<file path="src/rtl/ccdtg_pkg.sv">
`timescale 1ns/1ps
package ccdtg_pkg;
    typedef enum logic [1:0] {
        LV_LOW = 2'b00,
        LV_MID = 2'b01,
        LV_RD  = 2'b10
    } vlev_e;

    // V4..V1 : low, low, mid, mid
    localparam logic [7:0] V_IDLE = 8'h05;
endpackage

</file>
<file path="src/rtl/ccdtg_timebase.sv">
`timescale 1ns/1ps
module ccdtg_timebase #(
    parameter int LINE_LEN    = 1820,
    parameter int FIELD_LINES = 517,
    parameter int SHUT_W      = 10,
    parameter int PW          = $clog2(LINE_LEN),
    parameter int LW          = $clog2(FIELD_LINES + 1)
) (
    input  logic              clk,
    input  logic              rst_n,
    input  logic              hd_i,
    input  logic              vd_i,
    input  logic [SHUT_W-1:0] shut_i,
    output logic [PW-1:0]     pix_o,
    output logic [LW-1:0]     line_o,
    output logic              fld_o,
    output logic [SHUT_W-1:0] shut_o
);
    typedef struct packed {
        logic [PW-1:0]     pix;
        logic [LW-1:0]     line;
        logic              fld;
        logic [SHUT_W-1:0] shut;
    } tb_state_t;

    tb_state_t st_d, st_q;
    logic      line_end_d;
    logic      field_end_d;
    logic [31:0] last_line_d;

    always_comb begin
        st_d        = st_q;
        last_line_d = st_q.fld ? 32'(FIELD_LINES) : 32'(FIELD_LINES - 1);
        line_end_d  = hd_i || (32'(st_q.pix) == 32'(LINE_LEN - 1));
        field_end_d = (32'(st_q.line) == last_line_d);
        if (vd_i) begin
            st_d.pix  = '0;
            st_d.line = '0;
            st_d.fld  = ~st_q.fld;
            st_d.shut = shut_i;
        end else if (line_end_d) begin
            st_d.pix = '0;
            if (field_end_d) begin
                st_d.line = '0;
                st_d.fld  = ~st_q.fld;
                st_d.shut = shut_i;
            end else begin
                st_d.line = st_q.line + 1'b1;
            end
        end else begin
            st_d.pix = st_q.pix + 1'b1;
        end
    end

    always_ff @(posedge clk or negedge rst_n) begin
        if (!rst_n) begin
            st_q <= '0;
        end else begin
            st_q <= st_d;
        end
    end

    assign pix_o  = st_q.pix;
    assign line_o = st_q.line;
    assign fld_o  = st_q.fld;
    assign shut_o = st_q.shut;

    p_vd_flips_field_r3: assert property (@(posedge clk) disable iff (!rst_n)
        vd_i |=> (st_q.fld != $past(st_q.fld)));

    p_hd_restarts_line_r4: assert property (@(posedge clk) disable iff (!rst_n)
        (hd_i && !vd_i) |=> (st_q.pix == '0));

    p_shut_held_r8: assert property (@(posedge clk) disable iff (!rst_n)
        (!vd_i && !line_end_d) |=> $stable(st_q.shut));
endmodule

</file>
<file path="src/rtl/ccdtg_vdrive.sv">
`timescale 1ns/1ps
module ccdtg_vdrive
    import ccdtg_pkg::*;
#(
    parameter int PW         = 11,
    parameter int LW         = 10,
    parameter int SHUT_W     = 10,
    parameter int RD_START   = 16,
    parameter int RD_WIDTH   = 72,
    parameter int RD_GAP     = 48,
    parameter int VT_START   = 16,
    parameter int VT_STEP    = 24,
    parameter int SUB_START  = 180,
    parameter int SUB_WIDTH  = 48
) (
    input  logic              clk,
    input  logic              rst_n,
    input  logic [PW-1:0]     pix_i,
    input  logic [LW-1:0]     line_i,
    input  logic              fld_i,
    input  logic [SHUT_W-1:0] shut_i,
    output logic [7:0]        vlev_o,
    output logic              sub_o
);
    localparam int RD_B_START = RD_START + RD_WIDTH + RD_GAP;
    localparam int VT_END     = VT_START + 4 * VT_STEP;

    typedef struct packed {
        logic [7:0] v;
        logic       sub;
    } vd_state_t;

    vd_state_t   st_d, st_q;
    logic [31:0] p_d, l_d;
    logic        slot_a_d, slot_b_d;
    logic [1:0]  step_d, ph_a_d, ph_b_d;

    always_comb begin
        p_d      = 32'(pix_i);
        l_d      = 32'(line_i);
        slot_a_d = (p_d >= 32'(RD_START)) && (p_d < 32'(RD_START + RD_WIDTH));
        slot_b_d = (p_d >= 32'(RD_B_START)) && (p_d < 32'(RD_B_START + RD_WIDTH));
        step_d   = 2'd0;
        for (int k = 1; k < 4; k++) begin
            if (p_d >= 32'(VT_START + k * VT_STEP)) step_d = 2'(k);
        end
        ph_a_d = step_d + 2'd1;
        ph_b_d = step_d + 2'd2;

        st_d.v = V_IDLE;
        if (l_d == 32'd0) begin
            if (fld_i ? slot_b_d : slot_a_d) st_d.v[1:0] = LV_RD;
            if (fld_i ? slot_a_d : slot_b_d) st_d.v[5:4] = LV_RD;
        end else if ((p_d >= 32'(VT_START)) && (p_d < 32'(VT_END))) begin
            for (int ph = 0; ph < 4; ph++) begin
                if ((2'(ph) == ph_a_d) || (2'(ph) == ph_b_d)) begin
                    st_d.v[ph*2 +: 2] = LV_MID;
                end else begin
                    st_d.v[ph*2 +: 2] = LV_LOW;
                end
            end
        end

        st_d.sub = (l_d >= 32'd1) && (l_d <= 32'(shut_i)) &&
                   (p_d >= 32'(SUB_START)) && (p_d < 32'(SUB_START + SUB_WIDTH));
    end

    always_ff @(posedge clk or negedge rst_n) begin
        if (!rst_n) begin
            st_q.v   <= V_IDLE;
            st_q.sub <= 1'b0;
        end else begin
            st_q <= st_d;
        end
    end

    assign vlev_o = st_q.v;
    assign sub_o  = st_q.sub;

    p_one_readout_at_a_time_r5: assert property (@(posedge clk) disable iff (!rst_n)
        !((st_q.v[1:0] == LV_RD) && (st_q.v[5:4] == LV_RD)));

    p_readout_only_line0_r5: assert property (@(posedge clk) disable iff (!rst_n)
        ((st_q.v[1:0] == LV_RD) || (st_q.v[5:4] == LV_RD)) |-> ($past(line_i) == '0));
endmodule

</file>
<file path="src/rtl/ccdtg_hdrive.sv">
`timescale 1ns/1ps
module ccdtg_hdrive #(
    parameter int PW         = 11,
    parameter int LW         = 10,
    parameter int HBLK_LEN   = 320,
    parameter int VBLK_LINES = 9
) (
    input  logic          clk,
    input  logic          rst_n,
    input  logic [PW-1:0] pix_i,
    input  logic [LW-1:0] line_i,
    output logic          h1_o,
    output logic          h2_o,
    output logic          rg_o,
    output logic          blk_o
);
    typedef struct packed {
        logic h1;
        logic h2;
        logic rg;
        logic blk;
    } hd_state_t;

    hd_state_t st_d, st_q;
    logic      hblank_d, vblank_d;

    always_comb begin
        hblank_d  = 32'(pix_i) < 32'(HBLK_LEN);
        vblank_d  = 32'(line_i) < 32'(VBLK_LINES);
        st_d.blk  = hblank_d || vblank_d;
        st_d.h1   = hblank_d || !pix_i[0];
        st_d.h2   = !hblank_d && pix_i[0];
        st_d.rg   = !pix_i[0];
    end

    always_ff @(posedge clk or negedge rst_n) begin
        if (!rst_n) begin
            st_q.h1  <= 1'b1;
            st_q.h2  <= 1'b0;
            st_q.rg  <= 1'b0;
            st_q.blk <= 1'b1;
        end else begin
            st_q <= st_d;
        end
    end

    assign h1_o  = st_q.h1;
    assign h2_o  = st_q.h2;
    assign rg_o  = st_q.rg;
    assign blk_o = st_q.blk;
endmodule

</file>
<file path="src/rtl/ccd_timing_gen.sv">
`timescale 1ns/1ps
module ccd_timing_gen
    import ccdtg_pkg::*;
#(
    parameter int LINE_LEN   = 1820,
    parameter int HBLK_LEN   = 320,
    parameter int VBLK_LINES = 9,
    parameter int OB_FRONT   = 12,
    parameter int ACT_LINES  = 494,
    parameter int OB_REAR    = 2,
    parameter int RD_START   = 16,
    parameter int RD_WIDTH   = 72,
    parameter int RD_GAP     = 48,
    parameter int VT_START   = 16,
    parameter int VT_STEP    = 24,
    parameter int SUB_START  = 180,
    parameter int SUB_WIDTH  = 48,
    parameter int SHUT_W     = 10
) (
    input  logic              clk,
    input  logic              rst_n,
    input  logic              hd_i,
    input  logic              vd_i,
    input  logic [SHUT_W-1:0] shut_i,
    output logic [7:0]        vlev_o,
    output logic              h1_o,
    output logic              h2_o,
    output logic              rg_o,
    output logic              sub_o,
    output logic              blk_o,
    output logic              fld_o
);
    localparam int FIELD_LINES = VBLK_LINES + OB_FRONT + ACT_LINES + OB_REAR;
    localparam int PW          = $clog2(LINE_LEN);
    localparam int LW          = $clog2(FIELD_LINES + 1);

    logic [PW-1:0]     pix_q;
    logic [LW-1:0]     line_q;
    logic              fld_q;
    logic [SHUT_W-1:0] shut_q;

    ccdtg_timebase #(
        .LINE_LEN(LINE_LEN), .FIELD_LINES(FIELD_LINES), .SHUT_W(SHUT_W),
        .PW(PW), .LW(LW)
    ) u_timebase (
        .clk(clk), .rst_n(rst_n), .hd_i(hd_i), .vd_i(vd_i), .shut_i(shut_i),
        .pix_o(pix_q), .line_o(line_q), .fld_o(fld_q), .shut_o(shut_q)
    );

    ccdtg_vdrive #(
        .PW(PW), .LW(LW), .SHUT_W(SHUT_W),
        .RD_START(RD_START), .RD_WIDTH(RD_WIDTH), .RD_GAP(RD_GAP),
        .VT_START(VT_START), .VT_STEP(VT_STEP),
        .SUB_START(SUB_START), .SUB_WIDTH(SUB_WIDTH)
    ) u_vdrive (
        .clk(clk), .rst_n(rst_n), .pix_i(pix_q), .line_i(line_q),
        .fld_i(fld_q), .shut_i(shut_q), .vlev_o(vlev_o), .sub_o(sub_o)
    );

    ccdtg_hdrive #(
        .PW(PW), .LW(LW), .HBLK_LEN(HBLK_LEN), .VBLK_LINES(VBLK_LINES)
    ) u_hdrive (
        .clk(clk), .rst_n(rst_n), .pix_i(pix_q), .line_i(line_q),
        .h1_o(h1_o), .h2_o(h2_o), .rg_o(rg_o), .blk_o(blk_o)
    );

    assign fld_o = fld_q;

    p_drain_in_blank_r11: assert property (@(posedge clk) disable iff (!rst_n)
        sub_o |-> blk_o);

    p_vmove_in_blank_r11: assert property (@(posedge clk) disable iff (!rst_n)
        (vlev_o != V_IDLE) |-> blk_o);

    p_hshift_toggles_r9: assert property (@(posedge clk) disable iff (!rst_n)
        (!blk_o && !$past(blk_o)) |-> (h1_o != $past(h1_o)));
endmodule

</file>
<file path="config.mk">
export PLATFORM = sky130hd
export DESIGN_NAME = ccd_timing_gen
export DESIGN_NICKNAME = d
export VERILOG_FILES = /design/src/rtl/ccdtg_pkg.sv /design/src/rtl/ccdtg_timebase.sv /design/src/rtl/ccdtg_vdrive.sv /design/src/rtl/ccdtg_hdrive.sv /design/src/rtl/ccd_timing_gen.sv
export SDC_FILE = /design/constraint.sdc
export NUM_CORES = 1
export LEC_CHECK = 0
export CAP_MARGIN = 20
export CORE_MARGIN = 5
export CORE_UTILIZATION = 55
export CTS_CLUSTER_DIAMETER = 200
export DETAILED_ROUTE_END_ITERATION = 12
export PLACE_DENSITY = 0.77
export SLEW_MARGIN = 20
export SYNTH_ARGS = -nofsm -noshare
export SYNTH_HDL_FRONTEND = slang
export SYNTH_HIERARCHICAL = 1
export SYNTH_SLANG_ARGS = --single-unit
</file>
<file path="constraint.sdc">
create_clock -name clk -period 2.8 [get_ports clk]
set_input_delay 0.28 -clock clk [delete_from_list [all_inputs] [get_ports clk]]
set_output_delay 0.28 -clock clk [all_outputs]
set_load 0.005 [all_outputs]
</file>
After elaboration in Yosys (flattened, before gate mapping) --
Cells that the tools add are included.
Storage, ports and cells: output and inout bits 14, input bits 14, word-level logic and storage cells 81, flip-flop bits (word level) 44
Operators by class: reduce and logical (&&, ||, !) cells 22, $add $sub $neg 4, multiplexer cells 22, order comparisons 14, equality and inequality tests 8, bitwise operators 1
Operators by type and width (number):
- $eq 10x32->1 | 1
- $mux 32 | 1
- $ge 11x7->1 const B | 2
- $ge 11x8->1 const B | 2
- $lt 11x7->1 const B | 2
- $lt 11x8->1 const B | 2
- $mux 11 | 2
- $mux 21 | 1
- $mux 2 | 7
- $add 11x1->11 const B | 1
- $eq 11x11->1 const B | 1
- $ge 11x5->1 const B | 1
- $ge 11x6->1 const B | 1
- $lt 11x9->1 const B | 1
- $add 10x1->10 const B | 1
- $ge 10x1->1 const B | 1
- $le 10x10->1 | 1
- $logic_not 10->1 | 1
- $lt 10x4->1 const B | 1
- $mux 10 | 1
- $mux 1 | 9
- $eq 2x2->1 const A | 4
- $logic_and 1x1->1 | 7
- $logic_or 1x1->1 | 7
- 9 further kinds | 13

Longest topological paths before layout --
Gate-level depths: netlist (run 1).
word-level depth 10, depth in mapped cells 6, gate-level depth less buffers 6

By module --
Netlist (run 1), hierarchy kept.
By module, submodules not included:
- ccdtg_timebase | cells an instance 137, seq. area each 800.8 um2, instances 1, area an instance 1536.5 um2
- ccdtg_vdrive | cells an instance 76, seq. area each 177.7 um2, instances 1, area an instance 669.4 um2
- ccdtg_hdrive | cells an instance 13, seq. area each 102.6 um2, instances 1, area an instance 162.7 um2

Least setup slack after synthesis (run 1) --
OpenSTA, ideal clock, no wires.
kind register -> register, start register u_timebase.st_q (netlist bit u_timebase/pix_o[5]), end register u_timebase.st_q (netlist bit u_timebase/shut_o[0]), stages on the path, launching flop included 6, arrival 1.909 ns, buffers on the path 1, clock period less this slack 2.036 ns, required time 2.673 ns, library setup time 0.127 ns, setup slack 0.764 ns, cell sequence dfrtp_1 > or4b_4 > o31ai_4 > and2_1 > buf_6 > mux2_1
On the way: longest elaborated chain between the ends 4
Ends and longest elaborated chain:
- start, declared | RTL line ccdtg_timebase.sv:26 | tb_state_t st_d, st_q;
- start signal, assigned | RTL line ccdtg_timebase.sv:59 | st_q <= st_d;
- $eq 11x11->1 | RTL line ccdtg_timebase.sv:34 | line_end_d = hd_i || (32'(st_q.pix) == 32'(LINE_LEN - 1));
- $logic_or 1x1->1 | RTL line ccdtg_timebase.sv:34
- $reduce_bool 2->1 (no source line)
- $reduce_and 2->1 (no source line)
Every way passes these cells. A chain may end at the register's enable or synchronous reset.

Worst setup path after layout (run 1) --
start register u_timebase.st_q (netlist bit u_timebase/pix_o[5]), end register u_timebase.st_q (netlist bit u_timebase/shut_o[1])
Same word-level chain as after synthesis.

==> metrics.txt, run 1 <==
CP delay by family, top=simple AND/OR/NAND/NOR gates; # IOs=28; initial antenna violation count=0; routed len/inst=15.4 um; Worst Skew=approximately 0.0087 ns; gr ovfl total=0; Core Rows=23; sequential area share after synthesis=0.456; Synth async-reset ratio=1.00; crit-path max cell delay=0.58 ns; Fin Hold WS=approximately 0.11 ns; Syn Std Cell Area=about 2400 sq um; layout cells sized above 1=0.0863; Antenna diodes=0; commonest non-fill, non-tap cells in the layout=dfrtp_1 (39), clkdlybuf4s50_1 (24), nor2_1 (20); total negative setup slack=0 ns; Min-Delay Path Class=input pin to async pin; via/cell ratio=between 5 and 6; worst vdd ir=0.379 mV; Post-Synthesis Cells=between 200 and 250; fin nets=280; critical path's slowest cell=or4b_4; global-route wire length before repair=8200 um; final slew viol count=0; max_cap viols=0; crit path max fanout=15; WP data required=2.98 ns; number of H-tree levels=2; Initial Utilization=0.580; PortBufs=25; Tcrit/Tclk final=0.805; RSZ-0062 raised after global routing=no; CTS tree=yes; syn avg cell area=between 10 and 15 sq um; mux share of post-synthesis cell area=0.0660; Skew-Pair Late Insertion Delay=0.30 ns; CTS-repair resized insts=0; Ys Warns=6; Least-Margin Pin Slew=0.922 ns; Yosys cell types=55; Clock Pin Slew Worst Setup and Hold Paths=about 0.090 ns; post-route ant nets=0; Main synth FF type=dfrtp_1; Root Buffer=clkbuf_8; vias=1720; first-pass iteration count of the detailed router=4; endpoints failing hold=0; Die ar.=5720 sq um; Setup crit end kind=flip-flop; post-DP HPWL=~3300 um; GPL Wtd Cong=between 0.8 and 0.9; min cycle time layout=about 2.3 ns; final WL=4690 um; Critical Path, Cell by Cell=or4b_4, o31ai_4, and2_1, mux2_1; Post-synth EDFFs=0; CP arrival=about 2.4 ns; startpoint types=flip-flop; DIE HEIGHT=approximately 76 um; #FFs+latches synth=43; Area Growth Syn to Fin=15.2%; Post-CTS Hold Fix Bufs=0; Simple-Gate Fraction of Synth Area=0.186; Synth Area in Adders=0.0634; CTS Buffer Depth=2; setup bufs post-CTS=0; number of CTS-inserted buffers=5; Synth area leaders=dfrtp_1 (41%), ha_1 (6.3%), mux2_1 (4.8%); Final setup viols=0; status=finished clean; max_slew headroom=0.386; most common cell after layout, fill and taps aside=dfrtp_1; fmax=444 MHz; Setup CP Type=flip-flop to flip-flop; initial drt markers=84; FILL cells=around 330; CP bufs+invs=0; cell taking the most area after synthesis=dfrtp_1; Global Route Usage Sum=0.189; Core ar.=~4000 sq um; Sink Count=43; drc violations=0; xor/xnor share of the synthesized area=0.0370; Synth top area share=0.412; largest net degree at the start of global routing=44; leakage=~1.2 nW; Compound-Gate Fraction of Synth Area=0.142; largest family of logic cells by synthesized area=simple AND/OR/NAND/NOR gates; Pwr Density=463 nW/um^2; die width=75.6 um; vias in the first global route=roughly 1.8k
worst register-to-register path: cells and delay by family (launching register included):
| family | cells | cell delay, ns |
|---|---|---|
| and+or+nand+nor | 2 | 1.06 |
| muxes | 1 | 0.38 |
| DFF | 1 | 0.53 |
| AOI/OAI and AO/OA | 1 | 0.18 |
per-layer routing:
metal,up-vias,global-route usage,part of all wire
li1,867,-,-
met5,-,0,0
met1,826,0.239,0.45
met2,22,0.331,0.51
met3,5,0.0396,0.030
met4,0,0.0485,0.011
synthesized netlist by cell type (all sizes together) (2+ instances only):
master	count
nand3	6
ha	12
xor2	6
xnor2	4
nand2	10
and3	3
dfrtp	39
o31ai	3
a21o	2
nor2	20
and2	4
a211oi	2
a22o	7
or4	2
and4	4
a41o	2
nor2b	7
mux2i	4
o21ai	10
mux2	10
nor4	4
buf	6
inv	16
nand4	5
nor3	6
dfstp	4
a21oi	8
cell families after synthesis:
family	count (synthesis)
DFF	43
and+or+nand+nor	78
other	1
xor gates and xnor gates	10
AOI/OAI and AO/OA	45
buffers and inverters	23
adders and majority gates	12
muxes	14
power breakdown:
| group | switching (mW) | internal (mW) | total [mW] |
|---|---|---|---|
| sequential | 0.0431 | 0.655 | 0.698 |
| clock | 0.211 | 0.174 | 0.385 |
| combinational | 0.0877 | 0.0930 | 0.181 |
| total | 0.342 | 0.923 | 1.26 |
stage by stage:
step / setup WS, ns / cells / cell area [sq um] / total power, mW / utilization
6_report: 0.546 / 305 / 2730 / 1.26 / 0.668
5_1_grt: 0.375 / 305 / 2730 / 1.33 / 0.668
4_1_cts: 0.528 / 305 / 2730 / 1.28 / 0.668
3_5_place_dp: 0.531 / 297 / 2640 / 0.892 / 0.647
3_3_place_gp: 0.583 / 297 / 2640 / 0.885 / 0.647
2_1_floorplan: 0.764 / 227 / 2370 / 0.814 / -
cell type report:
cell class	count	area, sq um	area share
Clock buffer	6	72.6	0.0266
Clock inverter	2	12.5	0.00459
Multi-Input combinational cell	161	1180	0.432
Sequential cell	43	1080	0.396
Timing Repair Buffer	27	260	0.0954
Tap cell	50	62.6	0.0229
Inverter	16	60.1	0.0220
sequential cells by signal (all words and copies together), names as in the netlist:
signal / cells
u_hdrive/h1_o: 1
u_vdrive/sub_o: 1
u_timebase/pix_o: 11
u_timebase/line_o: 10
u_timebase/shut_o: 10
u_hdrive/blk_o: 1
u_hdrive/rg_o: 1
u_vdrive/vlev_o: 6
u_hdrive/h2_o: 1
u_timebase/fld_o: 1
path summary, 6_finish.rpt:
kind / end / startpoint / slack (ns) / depth (start not counted)
max: u_timebase/shut_o[1] / u_timebase/pix_o[5] / 0.55 / 4
min: u_timebase/shut_o[9] / rst_n / 0.11 / 1
max reg2reg: u_timebase/shut_o[1] / u_timebase/pix_o[5] / 0.55 / 4
min reg2reg: u_timebase/shut_o[4] / u_timebase/shut_o[4] / 0.49 / 1
max in group asynchronous: u_timebase/line_o[2] / rst_n / 2.11 / 1
min in group clk: u_timebase/shut_o[4] / u_timebase/shut_o[4] / 0.49 / 1
Power figures use the tool's default switching activity.
==> inputs of run 2 (changes only) <==
--- a/config.mk
+++ b/config.mk
@@ -7,10 +7,10 @@
 export LEC_CHECK = 0
 export CAP_MARGIN = 20
 export CORE_MARGIN = 5
-export CORE_UTILIZATION = 55
+export CORE_UTILIZATION = 50
 export CTS_CLUSTER_DIAMETER = 200
 export DETAILED_ROUTE_END_ITERATION = 12
-export PLACE_DENSITY = 0.77
+export PLACE_DENSITY = 0.73
 export SLEW_MARGIN = 20
 export SYNTH_ARGS = -nofsm -noshare
 export SYNTH_HDL_FRONTEND = slang
==> constraint.sdc (replaced) <==
create_clock -name clk -period 1.9 [get_ports clk]
set_input_delay 0.19 -clock clk [delete_from_list [all_inputs] [get_ports clk]]
set_output_delay 0.19 -clock clk [all_outputs]
set_load 0.005 [all_outputs]
==> run 2 against run 1 <==
Compared with the run above: fmax increased by 20%; critical path depth unchanged; clock power increased by 89%; worst setup slack got worse by 0.52 ns; power increased by 64%; non-clock buffer count increased by 23; via count increased by 8.4%.
==> metrics.txt, run 2 (synthesis results as in run 1) <==
leakage=1.35 nW; max reg flops=11; worst vdd ir=0.423 mV; startpoint types=flip-flop; Root Buffer=clkbuf_8; vias in the first global route=a little under 2k; RSZ-0062 raised after global routing=yes; max_slew headroom=0.553; CTS Buffer Depth=2; endpoints failing hold=0; layout cells sized above 1=0.180; status=finished clean; reg-to-reg slack, setup=between 0.02 and 0.03 ns; CTS tree=yes; Core Rows=25; global-route wire length before repair=about 8800 um; Antenna diodes=0; largest net degree at the start of global routing=31; initial drt markers=95; DIE HEIGHT=about 79 um; max_cap viols=0; final WL=approximately 5000 um; DP Worst Slack=0.0260 ns; drc violations=0; CP arrival=slightly above 2 ns; FF+latch area=around 1100 sq um; FILL cells=396; fmax=between 500 and 600 MHz; Area Growth Syn to Fin=24.6%; most common cell after layout, fill and taps aside=dfrtp_1; vias=between 1.5k and 2k; # IOs=28; Tcrit/Tclk final=0.986; Worst Skew=~0.009 ns; first-pass iteration count of the detailed router=4; Setup CP Type=flip-flop to flip-flop; Min-Delay Path Class=input pin to async pin; routed len/inst=between 15 and 20 um; Least-Margin Pin Slew=0.670 ns; gr ovfl total=0; initial antenna violation count=0; number of H-tree levels=2; via/cell ratio=between 5 and 6; Pwr Density=702 nW/um^2; GPL Wtd Cong=0.822; crit path max fanout=11; Initial Utilization=0.508; commonest non-fill, non-tap cells in the layout=dfrtp_1 (37), clkdlybuf4s50_1 (24), buf_4 (24); post-route cell area=slightly below 3000 sq um; Core ar.=roughly 4700 sq um; Final WS setup=0.0273 ns; WP data required=~2.1 ns; Placed Area=~2800 sq um; Setup crit end kind=flip-flop; post-route ant nets=0; Global Route Usage Sum=0.180; min cycle time layout=approximately 1.9 ns; die width=just under 80 um; Clock Pin Slew Worst Setup and Hold Paths=0.09 ns; final slew viol count=0; Final setup viols=0; Die ar.=6210 sq um; PortBufs=25; post-DP HPWL=approximately 3800 um; Sink Count=43; Skew-Pair Late Insertion Delay=0.29 ns; Multi-input gate area=approximately 1200 sq um; fin nets=between 300 and 400; number of CTS-inserted buffers=5
==> run 2: layer usage <==
layer,track usage,share of wire,wire (um)
met5,0,0,0
met1,0.210,0.43,2220
met3,0.0385,0.030,153
met4,0.0567,0.015,78
met2,0.329,0.52,2650
==> run 2: cell type report <==
cell class                 count  share of cell area
timing repair buffer          50               0.148
clock inverter                 3              0.0161
inverter                      16              0.0203
clock buffer                   5              0.0233
tap                           54              0.0229
sequential                    43               0.367
multi-input combinational    161               0.403
==> run 2: through the flow <==
step	std cells	hold slack, ns	util	power (mW)	TNS, ns
6_report	332	0.463	0.633	2.07	0
5_1_grt	332	0.499	0.633	2.19	-0.684
4_1_cts	332	0.475	0.632	2.10	0
3_5_place_dp	322	0.265	0.603	1.36	0
3_3_place_gp	322	0.256	0.603	1.35	0
2_1_floorplan	227	-0.106	-	1.20	-0.820
==> run 2: critical path, stage by stage, from the launching register on <==
cell     delay [ns]
dfrtp_2        0.41
or4b_4         0.54
o31ai_4        0.20
and2_4         0.26
mux2_1         0.34
==> run 2: power by group <==
part	total, mW	internal [mW]	switching, mW
sequential	0.999	0.966	0.0332
combinational	0.346	0.174	0.172
clock	0.726	0.398	0.328
total	2.07	1.54	0.533
==> run 2: worst paths after layout <==
path	startpoint	end	depth (start not counted)
max reg2reg	u_timebase/pix_o[7]	u_timebase/shut_o[5]	4
max	u_timebase/pix_o[7]	u_timebase/shut_o[5]	4
max in group asynchronous	rst_n	u_timebase/pix_o[5]	3
min reg2reg	u_timebase/shut_o[9]	u_timebase/shut_o[9]	1
min	rst_n	u_timebase/shut_o[3]	2
min in group clk	shut_i[3]	u_timebase/shut_o[3]	2
==> run 2: repair_timing <==
item / in CTS / in global routing
setup buffers: 1 / 0
hold buffers: 1 / 0
hold endpoints to repair: 24 / 0
pin swaps: 1 / 0
gates resized for setup: 0 / 2
endpoints found under the setup margin: 2 / 18
